[src/rtl/pmu_wake_pkg.sv]
package pmu_wake_pkg;

  localparam int MODE_W  = 3;
  localparam int ACT_W   = 8;
  localparam int RES_W   = 3;
  localparam int IRQ_HI  = 15;
  localparam int DRQ_GRP = 3;

  typedef enum logic [MODE_W-1:0] {
    PM_OFF   = 3'd0,
    PM_SUSP  = 3'd1,
    PM_SLEEP = 3'd2,
    PM_DOZE  = 3'd3,
    PM_LOSPD = 3'd4,
    PM_HISPD = 3'd5
  } pm_mode_e;

  // activity mask bit positions (software-visible, fixed)
  localparam int B_INT   = 7;
  localparam int B_AC    = 6;
  localparam int B_MMS   = 5;
  localparam int B_KB    = 4;
  localparam int B_DRQ3  = 3;
  localparam int B_DRQ2  = 2;
  localparam int B_DRQ1  = 1;
  localparam int B_DRQHI = 0;

  function automatic logic is_slow_run(logic [MODE_W-1:0] m);
    return (m == PM_DOZE) || (m == PM_LOSPD);
  endfunction

  function automatic logic is_asleep(logic [MODE_W-1:0] m);
    return (m == PM_OFF) || (m == PM_SUSP) || (m == PM_SLEEP);
  endfunction

  function automatic logic mode_legal(logic [MODE_W-1:0] m);
    return m <= PM_HISPD;
  endfunction

  // masked events; AC needs the extra enable
  function automatic logic [ACT_W-1:0] qualify(logic [ACT_W-1:0] ev,
                                               logic [ACT_W-1:0] mask,
                                               logic             ac_en);
    logic [ACT_W-1:0] q;
    q       = ev & ~mask;
    q[B_AC] = q[B_AC] & ac_en;
    return q;
  endfunction

  // raise and wake take precedence over an external load
  function automatic logic [MODE_W-1:0] next_mode(logic [MODE_W-1:0] cur,
                                                  logic              act,
                                                  logic              wake,
                                                  logic              set,
                                                  logic [MODE_W-1:0] setv);
    if (is_slow_run(cur) && act)  return PM_HISPD;
    if (is_asleep(cur) && wake)   return PM_HISPD;
    if (set && mode_legal(setv))  return setv;
    return cur;
  endfunction

endpackage

[src/rtl/pmu_sync_edge.sv]
module pmu_sync_edge #(
  parameter int W      = 8,
  parameter int STAGES = 2
) (
  input  logic         clk,
  input  logic         rst_n,
  input  logic [W-1:0] d_i,
  output logic [W-1:0] rise_o
);
  logic [STAGES-1:0][W-1:0] pipe_q;
  logic [W-1:0]             last_q;

  always_ff @(posedge clk or negedge rst_n) begin
    if (!rst_n) begin
      pipe_q <= '0;
      last_q <= '0;
    end else begin
      pipe_q <= {pipe_q[STAGES-2:0], d_i};
      last_q <= pipe_q[STAGES-1];
    end
  end

  assign rise_o = pipe_q[STAGES-1] & ~last_q;


  single_rise_chk: assert property (@(posedge clk) disable iff (!rst_n)
    ((rise_o & $past(rise_o)) == '0));

endmodule

[src/rtl/pmu_act_qual.sv]
module pmu_act_qual
  import pmu_wake_pkg::*;
(
  input  logic              clk,
  input  logic              rst_n,
  input  logic [IRQ_HI:1]   irq_rise_i,
  input  logic [DRQ_GRP:1]  drq_lo_rise_i,
  input  logic [DRQ_GRP-1:0] drq_hi_rise_i,
  input  logic              ac_rise_i,
  input  logic              sw_rise_i,
  input  logic              mms_rise_i,
  input  logic [ACT_W-1:0]  act_mask_i,
  input  logic [RES_W-1:0]  res_mask_i,
  input  logic              ac_en_i,
  input  logic              gate_i,
  output logic [ACT_W-1:0]  ev_o,
  output logic              act_hit_o,
  output logic              wake_hit_o
);
  logic [RES_W-1:0] wake_src;
  logic [ACT_W-1:0] counted;

  always_comb begin
    ev_o          = '0;
    ev_o[B_INT]   = |irq_rise_i[IRQ_HI:2];
    ev_o[B_AC]    = ac_rise_i | sw_rise_i;
    ev_o[B_MMS]   = mms_rise_i;
    ev_o[B_KB]    = irq_rise_i[1];
    ev_o[B_DRQ3]  = drq_lo_rise_i[3];
    ev_o[B_DRQ2]  = drq_lo_rise_i[2];
    ev_o[B_DRQ1]  = drq_lo_rise_i[1];
    ev_o[B_DRQHI] = |drq_hi_rise_i;
  end

  assign wake_src   = {irq_rise_i[8], irq_rise_i[4], irq_rise_i[3]};
  assign counted    = qualify(ev_o, act_mask_i, ac_en_i);
  assign act_hit_o  = (|counted) & ~gate_i;
  assign wake_hit_o = (|(wake_src & res_mask_i)) & ~gate_i;


  ac_needs_en_chk: assert property (@(posedge clk) disable iff (!rst_n)
    (!ac_en_i && ((ev_o & ~(ACT_W'(1) << B_AC)) == '0)) |-> !act_hit_o);

endmodule

[src/rtl/pmu_mode_fsm.sv]
module pmu_mode_fsm
  import pmu_wake_pkg::*;
(
  input  logic              clk,
  input  logic              rst_n,
  input  logic              act_i,
  input  logic              wake_i,
  input  logic              set_i,
  input  logic [MODE_W-1:0] setv_i,
  output logic [MODE_W-1:0] mode_o
);
  logic [MODE_W-1:0] mode_q;

  always_ff @(posedge clk or negedge rst_n) begin
    if (!rst_n) mode_q <= PM_HISPD;
    else        mode_q <= next_mode(mode_q, act_i, wake_i, set_i, setv_i);
  end

  assign mode_o = mode_q;


  slow_raise_chk: assert property (@(posedge clk) disable iff (!rst_n)
    (is_slow_run(mode_q) && act_i) |=> (mode_q == PM_HISPD));


  sleep_hold_chk: assert property (@(posedge clk) disable iff (!rst_n)
    (is_asleep($past(mode_q)) && (mode_q == PM_HISPD) && !$past(set_i)) |-> $past(wake_i));


  legal_mode_chk: assert property (@(posedge clk) disable iff (!rst_n)
    mode_legal(mode_q));

endmodule

[src/rtl/pmu_wake_ctrl.sv]
module pmu_wake_ctrl
  import pmu_wake_pkg::*;
#(
  parameter int SYNC_STAGES = 2
) (
  input  logic              clk,
  input  logic              rst_n,
  input  logic [IRQ_HI:1]   irq_i,
  input  logic [3:1]        drq_lo_i,
  input  logic [7:5]        drq_hi_i,
  input  logic              ac_in_i,
  input  logic              sw_flag_i,
  input  logic              mmio_strb_i,
  input  logic              ac_en_i,
  input  logic              smi_busy_i,
  input  logic              nmi_busy_i,
  input  logic              reg_wr_i,
  input  logic              reg_addr_i,
  input  logic [7:0]        reg_wdata_i,
  output logic [7:0]        reg_rdata_o,
  input  logic              mode_set_i,
  input  logic [MODE_W-1:0] mode_set_val_i,
  output logic              act_pulse_o,
  output logic [MODE_W-1:0] mode_o
);
  localparam int IRQ_N  = IRQ_HI;
  localparam int RAW_W  = IRQ_N + 2*DRQ_GRP + 3;
  localparam int P_DLO  = IRQ_N;
  localparam int P_DHI  = P_DLO + DRQ_GRP;
  localparam int P_AC   = P_DHI + DRQ_GRP;
  localparam int P_SW   = P_AC + 1;
  localparam int P_MMS  = P_SW + 1;

  logic [ACT_W-1:0] act_mask_q;
  logic [RES_W-1:0] res_mask_q;
  logic             act_pulse_q;

  logic [RAW_W-1:0]  raw;
  logic [RAW_W-1:0]  rise;
  logic [IRQ_HI:1]   irq_rise;
  logic [DRQ_GRP:1]  drq_lo_rise;
  logic [DRQ_GRP-1:0] drq_hi_rise;
  logic [ACT_W-1:0]  ev_vec;
  logic              act_hit;
  logic              wake_hit;
  logic              gate;

  // register port
  always_ff @(posedge clk or negedge rst_n) begin
    if (!rst_n) begin
      act_mask_q <= '0;
      res_mask_q <= '0;
    end else if (reg_wr_i) begin
      if (reg_addr_i) res_mask_q <= reg_wdata_i[RES_W-1:0];
      else            act_mask_q <= reg_wdata_i;
    end
  end

  assign reg_rdata_o = reg_addr_i ? {{(8-RES_W){1'b0}}, res_mask_q} : act_mask_q;

  // synchronise and edge-detect every source
  assign raw = {mmio_strb_i, sw_flag_i, ac_in_i, drq_hi_i, drq_lo_i, irq_i};

  pmu_sync_edge #(.W(RAW_W), .STAGES(SYNC_STAGES)) u_sync (
    .clk    (clk),
    .rst_n  (rst_n),
    .d_i    (raw),
    .rise_o (rise)
  );

  assign irq_rise    = rise[IRQ_N-1:0];
  assign drq_lo_rise = rise[P_DHI-1:P_DLO];
  assign drq_hi_rise = rise[P_AC-1:P_DHI];
  assign gate        = smi_busy_i | nmi_busy_i;

  pmu_act_qual u_qual (
    .clk           (clk),
    .rst_n         (rst_n),
    .irq_rise_i    (irq_rise),
    .drq_lo_rise_i (drq_lo_rise),
    .drq_hi_rise_i (drq_hi_rise),
    .ac_rise_i     (rise[P_AC]),
    .sw_rise_i     (rise[P_SW]),
    .mms_rise_i    (rise[P_MMS]),
    .act_mask_i    (act_mask_q),
    .res_mask_i    (res_mask_q),
    .ac_en_i       (ac_en_i),
    .gate_i        (gate),
    .ev_o          (ev_vec),
    .act_hit_o     (act_hit),
    .wake_hit_o    (wake_hit)
  );

  always_ff @(posedge clk or negedge rst_n) begin
    if (!rst_n) act_pulse_q <= 1'b0;
    else        act_pulse_q <= act_hit;
  end

  assign act_pulse_o = act_pulse_q;

  pmu_mode_fsm u_fsm (
    .clk    (clk),
    .rst_n  (rst_n),
    .act_i  (act_hit),
    .wake_i (wake_hit),
    .set_i  (mode_set_i),
    .setv_i (mode_set_val_i),
    .mode_o (mode_o)
  );


  gate_drop_chk: assert property (@(posedge clk) disable iff (!rst_n)
    gate |=> !act_pulse_o);


  mask_all_chk: assert property (@(posedge clk) disable iff (!rst_n)
    (act_mask_q == '1) |=> !act_pulse_o);


  pulse_needs_event_chk: assert property (@(posedge clk) disable iff (!rst_n)
    act_pulse_o |-> ($past(ev_vec) != '0));

endmodule

[config.mk]
export PLATFORM = sky130hd
export DESIGN_NAME = pmu_wake_ctrl
export DESIGN_NICKNAME = d
export VERILOG_FILES = /design/src/rtl/pmu_wake_pkg.sv /design/src/rtl/pmu_sync_edge.sv /design/src/rtl/pmu_act_qual.sv /design/src/rtl/pmu_mode_fsm.sv /design/src/rtl/pmu_wake_ctrl.sv
export SDC_FILE = /design/constraint.sdc
export NUM_CORES = 1
export LEC_CHECK = 0
export BUFFER_PORTS_ARGS = -buffer_cell sky130_fd_sc_hd__buf_2
export CELL_PAD_IN_SITES_DETAIL_PLACEMENT = 1
export CELL_PAD_IN_SITES_GLOBAL_PLACEMENT = 1
export CORE_UTILIZATION = 41
export DETAILED_ROUTE_END_ITERATION = 8
export PLACE_DENSITY_LB_ADDON = 0.1
export SLEW_MARGIN = 20
export SYNTH_ARGS = -nofsm -noshare
export SYNTH_HDL_FRONTEND = slang
export SYNTH_HIERARCHICAL = 1
export SYNTH_SLANG_ARGS = --single-unit
[constraint.sdc]
create_clock -name clk -period 1.7 [get_ports clk]
set_clock_uncertainty 0.1 [all_clocks]
set_input_delay 0.085 -clock clk [delete_from_list [all_inputs] [get_ports clk]]
set_output_delay 0.085 -clock clk [all_outputs]
set_load 0.01 [all_outputs]
# Word-level counts from Yosys, hierarchy flattened
# Cells that the tools add are included.
# classes
magnitude_cmp	1
n_eq_ne	4
mux	13
bitwise	12
n_reduce_logical	14
# ops
operator	count
bitwise AND 24 bit	1
inverter 24 bit	1
2-to-1 mux 3 bit	6
OR reduction 14 bit	1
bitwise AND 8 bit	1
2-to-1 mux 8 bit	1
inverter 8 bit	1
OR reduction 8 bit	1
== test 3 x 2 -> 1 bit, second input constant	2
2-to-1 mux 1 bit	6
OR reduction 3 bit	2
AND reduction 2 bit	2
bitwise AND 1 bit	3
bitwise AND 3 bit	1
== test 3 x 1 -> 1 bit, second input constant	1
== test 3 bit, second input constant	1
less-or-equal comparator 3 bit, second input constant	1
logical AND 1 bit	3
logical NOT 3 bit	1
logical OR 1 bit	3
nonzero test 3 bit	1
inverter 1 bit	2
bitwise OR 1 bit	2
# word_totals
ff_bits	87
input_bits	43
word_cells	51

# Longest topological paths before layout
# Gate-level depths: netlist of the first run.
# depth
word_depth	15
depth_mapped	7
ltp_nobuf	7

# Cells and area by module
# Netlist of the first run, hierarchy kept.
# by_module_without_submodules
mod	instances	cells_each	area_each_um2	seq_area_each_um2
pmu_sync_edge	1	96	2132.0	1801.7
pmu_wake_ctrl	1	36	581.8	300.3
pmu_act_qual	1	25	181.4	0.0
pmu_mode_fsm	1	19	180.2	77.6

# Worst setup path before layout of the first run
# No wires, ideal clock.
# synth_timing
path_kind	flip-flop to flip-flop
start	register u_sync/pipe_q[33] (netlist bit)
end	register u_fsm.mode_q[1] (netlist: u_fsm/mode_o[1])
setup_time_ps	66
arrival_ps	1531
path_slack_ps	2
stages_incl_launch_ff	8
n_path_buf	0
period_less_slack_ps	1698
path_cell_list	dfrtp_1 nor2b_4 nor4_2 a41o_1 a41oi_1 and3b_1 o21ai_2 and3_1
# synth_via
elab_chain_cells	8
# synth_rtl
element	line	source
start: declaration	pmu_sync_edge.sv:10	logic [STAGES-1:0][W-1:0] pipe_q;
start signal: assignment	pmu_sync_edge.sv:18	pipe_q <= {pipe_q[STAGES-2:0], d_i};
bitwise AND 24 bit *	pmu_sync_edge.sv:23	assign rise_o = pipe_q[STAGES-1] & ~last_q;
named net rise[9]	pmu_wake_ctrl.sv:39	logic [RAW_W-1:0] rise;
OR reduction 14 bit *	pmu_act_qual.sv:25	ev_o[B_INT] = |irq_rise_i[IRQ_HI:2];
bitwise AND 8 bit *	pmu_wake_pkg.sv:45	q = ev & ~mask;
OR reduction 8 bit *	pmu_act_qual.sv:37	assign act_hit_o = (|counted) & ~gate_i;
bitwise AND 1 bit *	pmu_act_qual.sv:37	
named net act_hit	pmu_wake_ctrl.sv:44	logic act_hit;
logical AND 1 bit *	pmu_wake_pkg.sv:56	if (is_slow_run(cur) && act) return PM_HISPD;
2-to-1 mux 1 bit *	pmu_wake_pkg.sv:56	
nonzero test 3 bit (no line) / 2-to-1 mux 3 bit (equally long branches)	--	
end signal: assignment	pmu_mode_fsm.sv:16	else mode_q <= next_mode(mode_q, act_i, wake_i, set_i, setv_i);
end: declaration	pmu_mode_fsm.sv:12	logic [MODE_W-1:0] mode_q;
# Mark *: on every way through the listed nets, which the timed path passes. The rest lies on a longest branch.
# A chain may end at the register's enable or synchronous reset.

# Worst setup path after layout of the first run
# layout_timing
start	register u_sync/pipe_q[46] (netlist bit)
end	register u_fsm.mode_q[1] (netlist: u_fsm/mode_o[1])
# layout_via
elab_chain_cells	9
# layout_rtl
element	line	source
bitwise AND 24 bit *	pmu_sync_edge.sv:23	
named net rise[22]	pmu_wake_ctrl.sv:39	
bitwise OR 1 bit *	pmu_act_qual.sv:26	ev_o[B_AC] = ac_rise_i | sw_rise_i;
named net ev_vec[6]	pmu_wake_ctrl.sv:43	logic [ACT_W-1:0] ev_vec;
bitwise AND 8 bit *	pmu_wake_pkg.sv:45	
bitwise AND 1 bit *	pmu_wake_pkg.sv:46	q[B_AC] = q[B_AC] & ac_en;
OR reduction 8 bit *	pmu_act_qual.sv:37	
bitwise AND 1 bit *	pmu_act_qual.sv:37	
named net act_hit	pmu_wake_ctrl.sv:44	
logical AND 1 bit *	pmu_wake_pkg.sv:56	
2-to-1 mux 1 bit *	pmu_wake_pkg.sv:56	
nonzero test 3 bit (no line) / 2-to-1 mux 3 bit (equally long branches)	--	
# Marked as above.

==> impl_metrics.json, run 1 <==
{
  "run_status": "complete, but fails checks",
  "violations": "negative setup slack",
  "ys_warn_count": 6,
  "setup_ws_ns": -0.267,
  "grt_pass1_wl_um": 9240,
  "power_uw": 4110,
  "firstDrtPassIters": 4,
  "drt_iter0_markers": 60,
  "cp-start-kind": "flip-flop",
  "worst_ep_required_time_ns": 1.89,
  "place_congestion": 0.719,
  "clock_latency_ns": 0.35,
  "drt-vias-per-instance": 4.44,
  "instances_no_fill": 376,
  "fp.dieW_um": 88.0,
  "grt_pass1_vias": 1833,
  "hold_class": "input port to flip-flop",
  "drc": 0,
  "cts_inserted_buffers": 9,
  "grt_max_degree": 47,
  "path_max_fanout": 3,
  "gr-total-overflow": 0,
  "min_period_ns": 1.97,
  "clockRootBuffer": "clkbuf_8",
  "setup_viol": 3,
  "nets": 318,
  "synthesis.nets": 213,
  "via_count": 1668,
  "die_height_um": 88.0,
  "period_share": 1.16,
  "htree_levels": 3,
  "powerDensity_nw_per_um2": 1030,
  "final_max_slew_viol_count": 0,
  "num_rows": 30,
  "ir_drop_mv": 0.592,
  "antennaDiodeCount": 0,
  "intPower_uw": 3060,
  "drv_cap": 0,
  "syn_area_um2": 3030,
  "tightest_slew_ns": 0.401,
  "wl_um": 5470,
  "multi_input_area_um2": 811,
  "initial_core_util": 0.434,
  "cp.arrival_ns": 2.16,
  "wire_per_inst_um": 14.6,
  "power.switching_uw": 1050,
  "p_clk_frac": 0.318,
  "p_sw_frac": 0.255,
  "relSlewSlack": 0.733,
  "fmax_mhz": 508,
  "rsz0062_at_grt": "true",
  "crit_path_end_kind": "flip-flop",
  "clk_pin_slew_worst_paths_ns": 0.09,
  "regArea_um2": 2180,
  "pwr-share-comb": 0.118,
  "criticalPathCategory": "flip-flop to flip-flop",
  "pin_count": 55,
  "synthCells": 170,
  "cts_tree": "built",
  "syn_to_final_growth_pct": 32.0,
  "fill_cells": 693,
  "antenna_found_initial": 0,
  "final_antenna_net_count": 0,
  "dp.cells": 324,
  "fin_setup_tns_ns": -0.710,
  "hpwlAfterDp_um": 3630,
  "drive_gt1_frac": 0.464,
  "grtUsageTotal": 0.168,
  "die_area_um2": 7740,
  "syn_avg_cell_area_um2": 17.8,
  "finalHoldViolations": 0,
  "p_leak_uw": 0.00192,
  "io_buffers": 54,
  "cts.sinks": 87,
  "core_um2": 6980,
  "p_seq_frac": 0.564,
  "cts_buffer_depth": 2
}
[flip-flops by register name, indices dropped and copies added, names as in the netlist]
| name | flops |
|---|---|
| act_mask_q | 8 |
| u_sync/pipe_q | 48 |
| res_mask_q | 3 |
| u_fsm/mode_o | 3 |
| act_pulse_o | 1 |
| u_sync/last_q | 24 |
[cell usage in the layout (no fill, tap or decap)]
master,count
a21boi_1,1
a21o_1,1
a21oi_1,1
a222oi_1,3
a41o_1,1
a41oi_2,1
and2b_2,5
and3_1,1
and3b_1,1
buf_12,1
buf_2,53
buf_4,7
clkbuf_8,9
clkinv_2,2
clkinv_4,2
dfrtp_1,85
dfstp_2,2
dlygate4sd3_1,35
inv_1,5
inv_2,1
inv_6,2
inv_8,1
mux2_2,6
mux2_4,8
mux2i_1,1
nand2_1,1
nand2b_1,3
nand3_1,3
nor2_1,2
nor2b_1,3
nor2b_4,25
nor4_2,3
o21ai_0,1
o21ai_2,1
or2_1,1
or2_2,1
or3_1,1
[layer usage]
| metal | global-route usage | vias to the layer above | part of all wire | wire length (µm) |
|---|---|---|---|---|
| li1 | - | 773 | - | - |
| met5 | 0 | - | 0 | 0 |
| met2 | 0.262 | 46 | 0.48 | 2640 |
| met1 | 0.215 | 841 | 0.45 | 2480 |
| met3 | 0.0603 | 8 | 0.048 | 261 |
| met4 | 0.0671 | 0 | 0.017 | 93 |
[through the flow]
stage               utilization  setup slack [ns]  cell area [µm²]  hold WS, ns
floorplan                     -           0.00893             3030       -0.311
global placement          0.495            -0.163             3460       -0.136
detailed placement        0.495            -0.226             3460       -0.130
CTS                       0.572            -0.237             3990      0.00867
global route              0.573            -0.402             4000       0.0220
finish                    0.573            -0.267             4000       0.0255
[area by class of cell]
| cell class | instances | area share |
|---|---|---|
| clock buffer | 9 | 0.0310 |
| clock inverter | 7 | 0.0141 |
| inverter | 6 | 0.00563 |
| multi-input combinational | 75 | 0.203 |
| sequential | 87 | 0.545 |
| tap | 96 | 0.0300 |
| timing repair buffer | 96 | 0.172 |
[worst max-delay path: stages, from the launching register on]
cell and delay (ns):
dfrtp_1 0.39, nor2b_4 0.12, or2_1 0.21, a222oi_1 0.33, a41oi_2 0.21, and3b_1 0.23
o21ai_2 0.15, and3_1 0.17
[path summary, 6_finish.rpt]
check	from	endpoint	slack, ns	cells after the start
min in group asynchronous	rst_n	u_sync/last_q[2]	0.04	2
hold reg to reg	u_sync/pipe_q[9]	u_sync/pipe_q[33]	0.25	0
hold / removal	mode_set_val_i[2]	u_fsm/mode_o[0]	0.03	4
setup reg to reg	u_sync/pipe_q[46]	u_fsm/mode_o[1]	-0.27	7
setup / recovery	u_sync/pipe_q[46]	u_fsm/mode_o[1]	-0.27	7
max in group asynchronous	rst_n	u_sync/pipe_q[13]	0.87	3
[power by group through the flow]
stage / logic (µW) / registers (µW) / clock network (µW)
2_1_floorplan: 229 / 2340 / 0
3_3_place_gp: 407 / 2350 / 0
3_5_place_dp: 423 / 2360 / 0
4_1_cts: 490 / 2320 / 1370
5_1_grt: 534 / 2340 / 1440
6_report: 484 / 2320 / 1310
[what timing repair did]
action / in CTS / in global routing
cloned: 0 / 0
setup endpoints to repair: 3 / 4
pin swaps: 0 / 2
setup buffers: 1 / 1
hold buffers: 35 / 0
resized for setup: 0 / 1
hold endpoints to repair: 122 / 0
Note: power is estimated with default switching activity, not from simulation.
==> run 2, diff against run 1 <==
CORE_UTILIZATION = 49   (was 41)
clock period = 2.6 ns   (was 1.7 ns; I/O delays follow)
==> impl_metrics.json, run 2 (synthesis results as in run 1) <==
{
  "antenna_found_initial": 0,
  "ir_drop_mv": 0.538,
  "regMostFlops": "u_sync/pipe_q",
  "rsz0062_at_grt": "false",
  "finalHoldViolations": 0,
  "busiest_layer": "met2",
  "antennaDiodeCount": 0,
  "drv_cap": 0,
  "place_congestion": 0.680,
  "grt_pass1_vias": 1923,
  "final_antenna_net_count": 0,
  "tightest_slew_ns": 0.769,
  "fill_cells": 553,
  "period_share": 0.925,
  "cpPeakStageDelay_ns": 0.59,
  "gr-total-overflow": 0,
  "run_status": "completed",
  "drt_iter0_markers": 106,
  "cts_inserted_buffers": 9,
  "met1_usage": 0.250,
  "cp_cell_sequence": "dlygate4sd3_1 -> buf_2 -> or2_2 -> dlygate4sd3_1 -> a41oi_1 -> nand3_1 -> a21o_1 -> and3_1",
  "clockRootBuffer": "clkbuf_8",
  "initial_core_util": 0.509,
  "power_uw": 2860,
  "io_buffers": 54,
  "final_max_slew_viol_count": 0,
  "slowest_stage": "dlygate4sd3_1",
  "cp_top_family": "buffers and inverters",
  "fmax_mhz": 416,
  "use_met3": 0.0886,
  "criticalPathCategory": "input port to flip-flop",
  "setup_viol": 0,
  "path_max_fanout": 3,
  "nets": 312,
  "cts.sinks": 87,
  "cts_buffer_depth": 2,
  "cts_tree": "built",
  "fp.dieW_um": 80.7,
  "wl_um": 6090,
  "clock_latency_ns": 0.36,
  "worst_ep_required_time_ns": 2.75,
  "layout_commonest_cell": "dfrtp_1",
  "die_height_um": 80.7,
  "via_count": 1665,
  "htree_levels": 3,
  "clk_pin_slew_worst_paths_ns": 0.08,
  "min_period_ns": 2.41,
  "cpMostUsedCell": "dlygate4sd3_1",
  "cts-resized-gates": 0,
  "cp-start-kind": "input port",
  "largest_reg_flops": 48,
  "core_um2": 5960,
  "cp.arrival_ns": 2.55,
  "drive_gt1_frac": 0.443,
  "num_rows": 28,
  "powerDensity_nw_per_um2": 722,
  "hold_ws_ns": 0.0464,
  "p_leak_uw": 0.00189,
  "firstDrtPassIters": 4,
  "crit_path_end_kind": "flip-flop",
  "pin_count": 55,
  "grt_max_degree": 88,
  "grt_pass1_wl_um": 9690,
  "syn_to_final_growth_pct": 30.5,
  "fin_setup_tns_ns": 0,
  "wire_per_inst_um": 17.5,
  "final_cell_mix": "dfrtp_1 (85), buf_2 (53), dlygate4sd3_1 (36)",
  "reg.largest.list": "u_sync/pipe_q (48), u_sync/last_q (24), act_mask_q (8)",
  "drt-vias-per-instance": 4.78,
  "crit_buf_inv": 3,
  "grtUsageTotal": 0.217,
  "die_area_um2": 6510,
  "relSlewSlack": 0.488,
  "drc": 0,
  "hpwlAfterDp_um": 3610,
  "hold_class": "input port to flip-flop",
  "use_met2": 0.364
}
[run 2: changes by cell type in the layout (fill, tap and decap cells not counted), sizes merged, moves of 2 or more]
| cell | delta |
|---|---|
| buf | -7 |
| clkinv | -3 |
| bufinv | +2 |
| inv | -2 |
[run 2: cell type report]
type                       count  area, µm²  share of cell area
inverter                       6       22.5             0.00569
tap                           75       93.8              0.0237
sequential                    87       2180               0.551
clock inverter                 5       81.3              0.0206
clock buffer                  10        138              0.0348
multi-input combinational     75        803               0.203
timing repair buffer          90        637               0.161
[run 2: worst paths after layout]
| kind | from | endpoint | slack, ns | depth (start not counted) |
|---|---|---|---|---|
| worst max-delay path | nmi_busy_i | u_fsm/mode_o[1] | 0.19 | 8 |
| worst min-delay path | mode_set_i | u_fsm/mode_o[2] | 0.05 | 4 |
| worst max register to register | u_sync/pipe_q[33] | u_fsm/mode_o[1] | 0.56 | 7 |
| worst min register to register | u_sync/pipe_q[0] | u_sync/pipe_q[24] | 0.25 | 0 |
| max in group asynchronous | rst_n | u_sync/pipe_q[47] | 1.58 | 2 |
| min in group asynchronous | rst_n | u_sync/last_q[3] | 0.29 | 2 |
[run 2: what timing repair did]
action                    CTS  global route
hold endpoints to repair  122             0
hold buffers               36             0
setup buffers               0             0
[run 2: worst reg2reg max path, cell delays in order, from the launching register on]
cell	delay, ns
dfrtp_1	0.40
nor2b_4	0.14
nor4_2	0.32
a41o_1	0.24
a41oi_1	0.19
and3b_1	0.26
o21ai_2	0.17
and3_1	0.18
[run 2: power breakdown]
part / switching (µW) / internal [µW]
clock: 463 / 563
combinational: 127 / 179
sequential: 71.7 / 1450
total: 662 / 2200
[run 2: stage by stage]
stage          cell area, µm²  utilization  setup WS [ns]  instances
6_report                 3960        0.664          0.195        348
5_1_grt                  3960        0.664          0.101        348
4_1_cts                  3950        0.663          0.247        348
3_5_place_dp             3370        0.566          0.645        297
3_3_place_gp             3370        0.566          0.716        297
2_1_floorplan            3030            -          0.909        170
[run 2: per-layer routing]
| metal | vias up | routed length, µm |
|---|---|---|
| met2 | 52 | 3150 |
| li1 | 759 | - |
| met1 | 846 | 2540 |
| met3 | 8 | 309 |
| met4 | 0 | 87 |
| met5 | - | 0 |
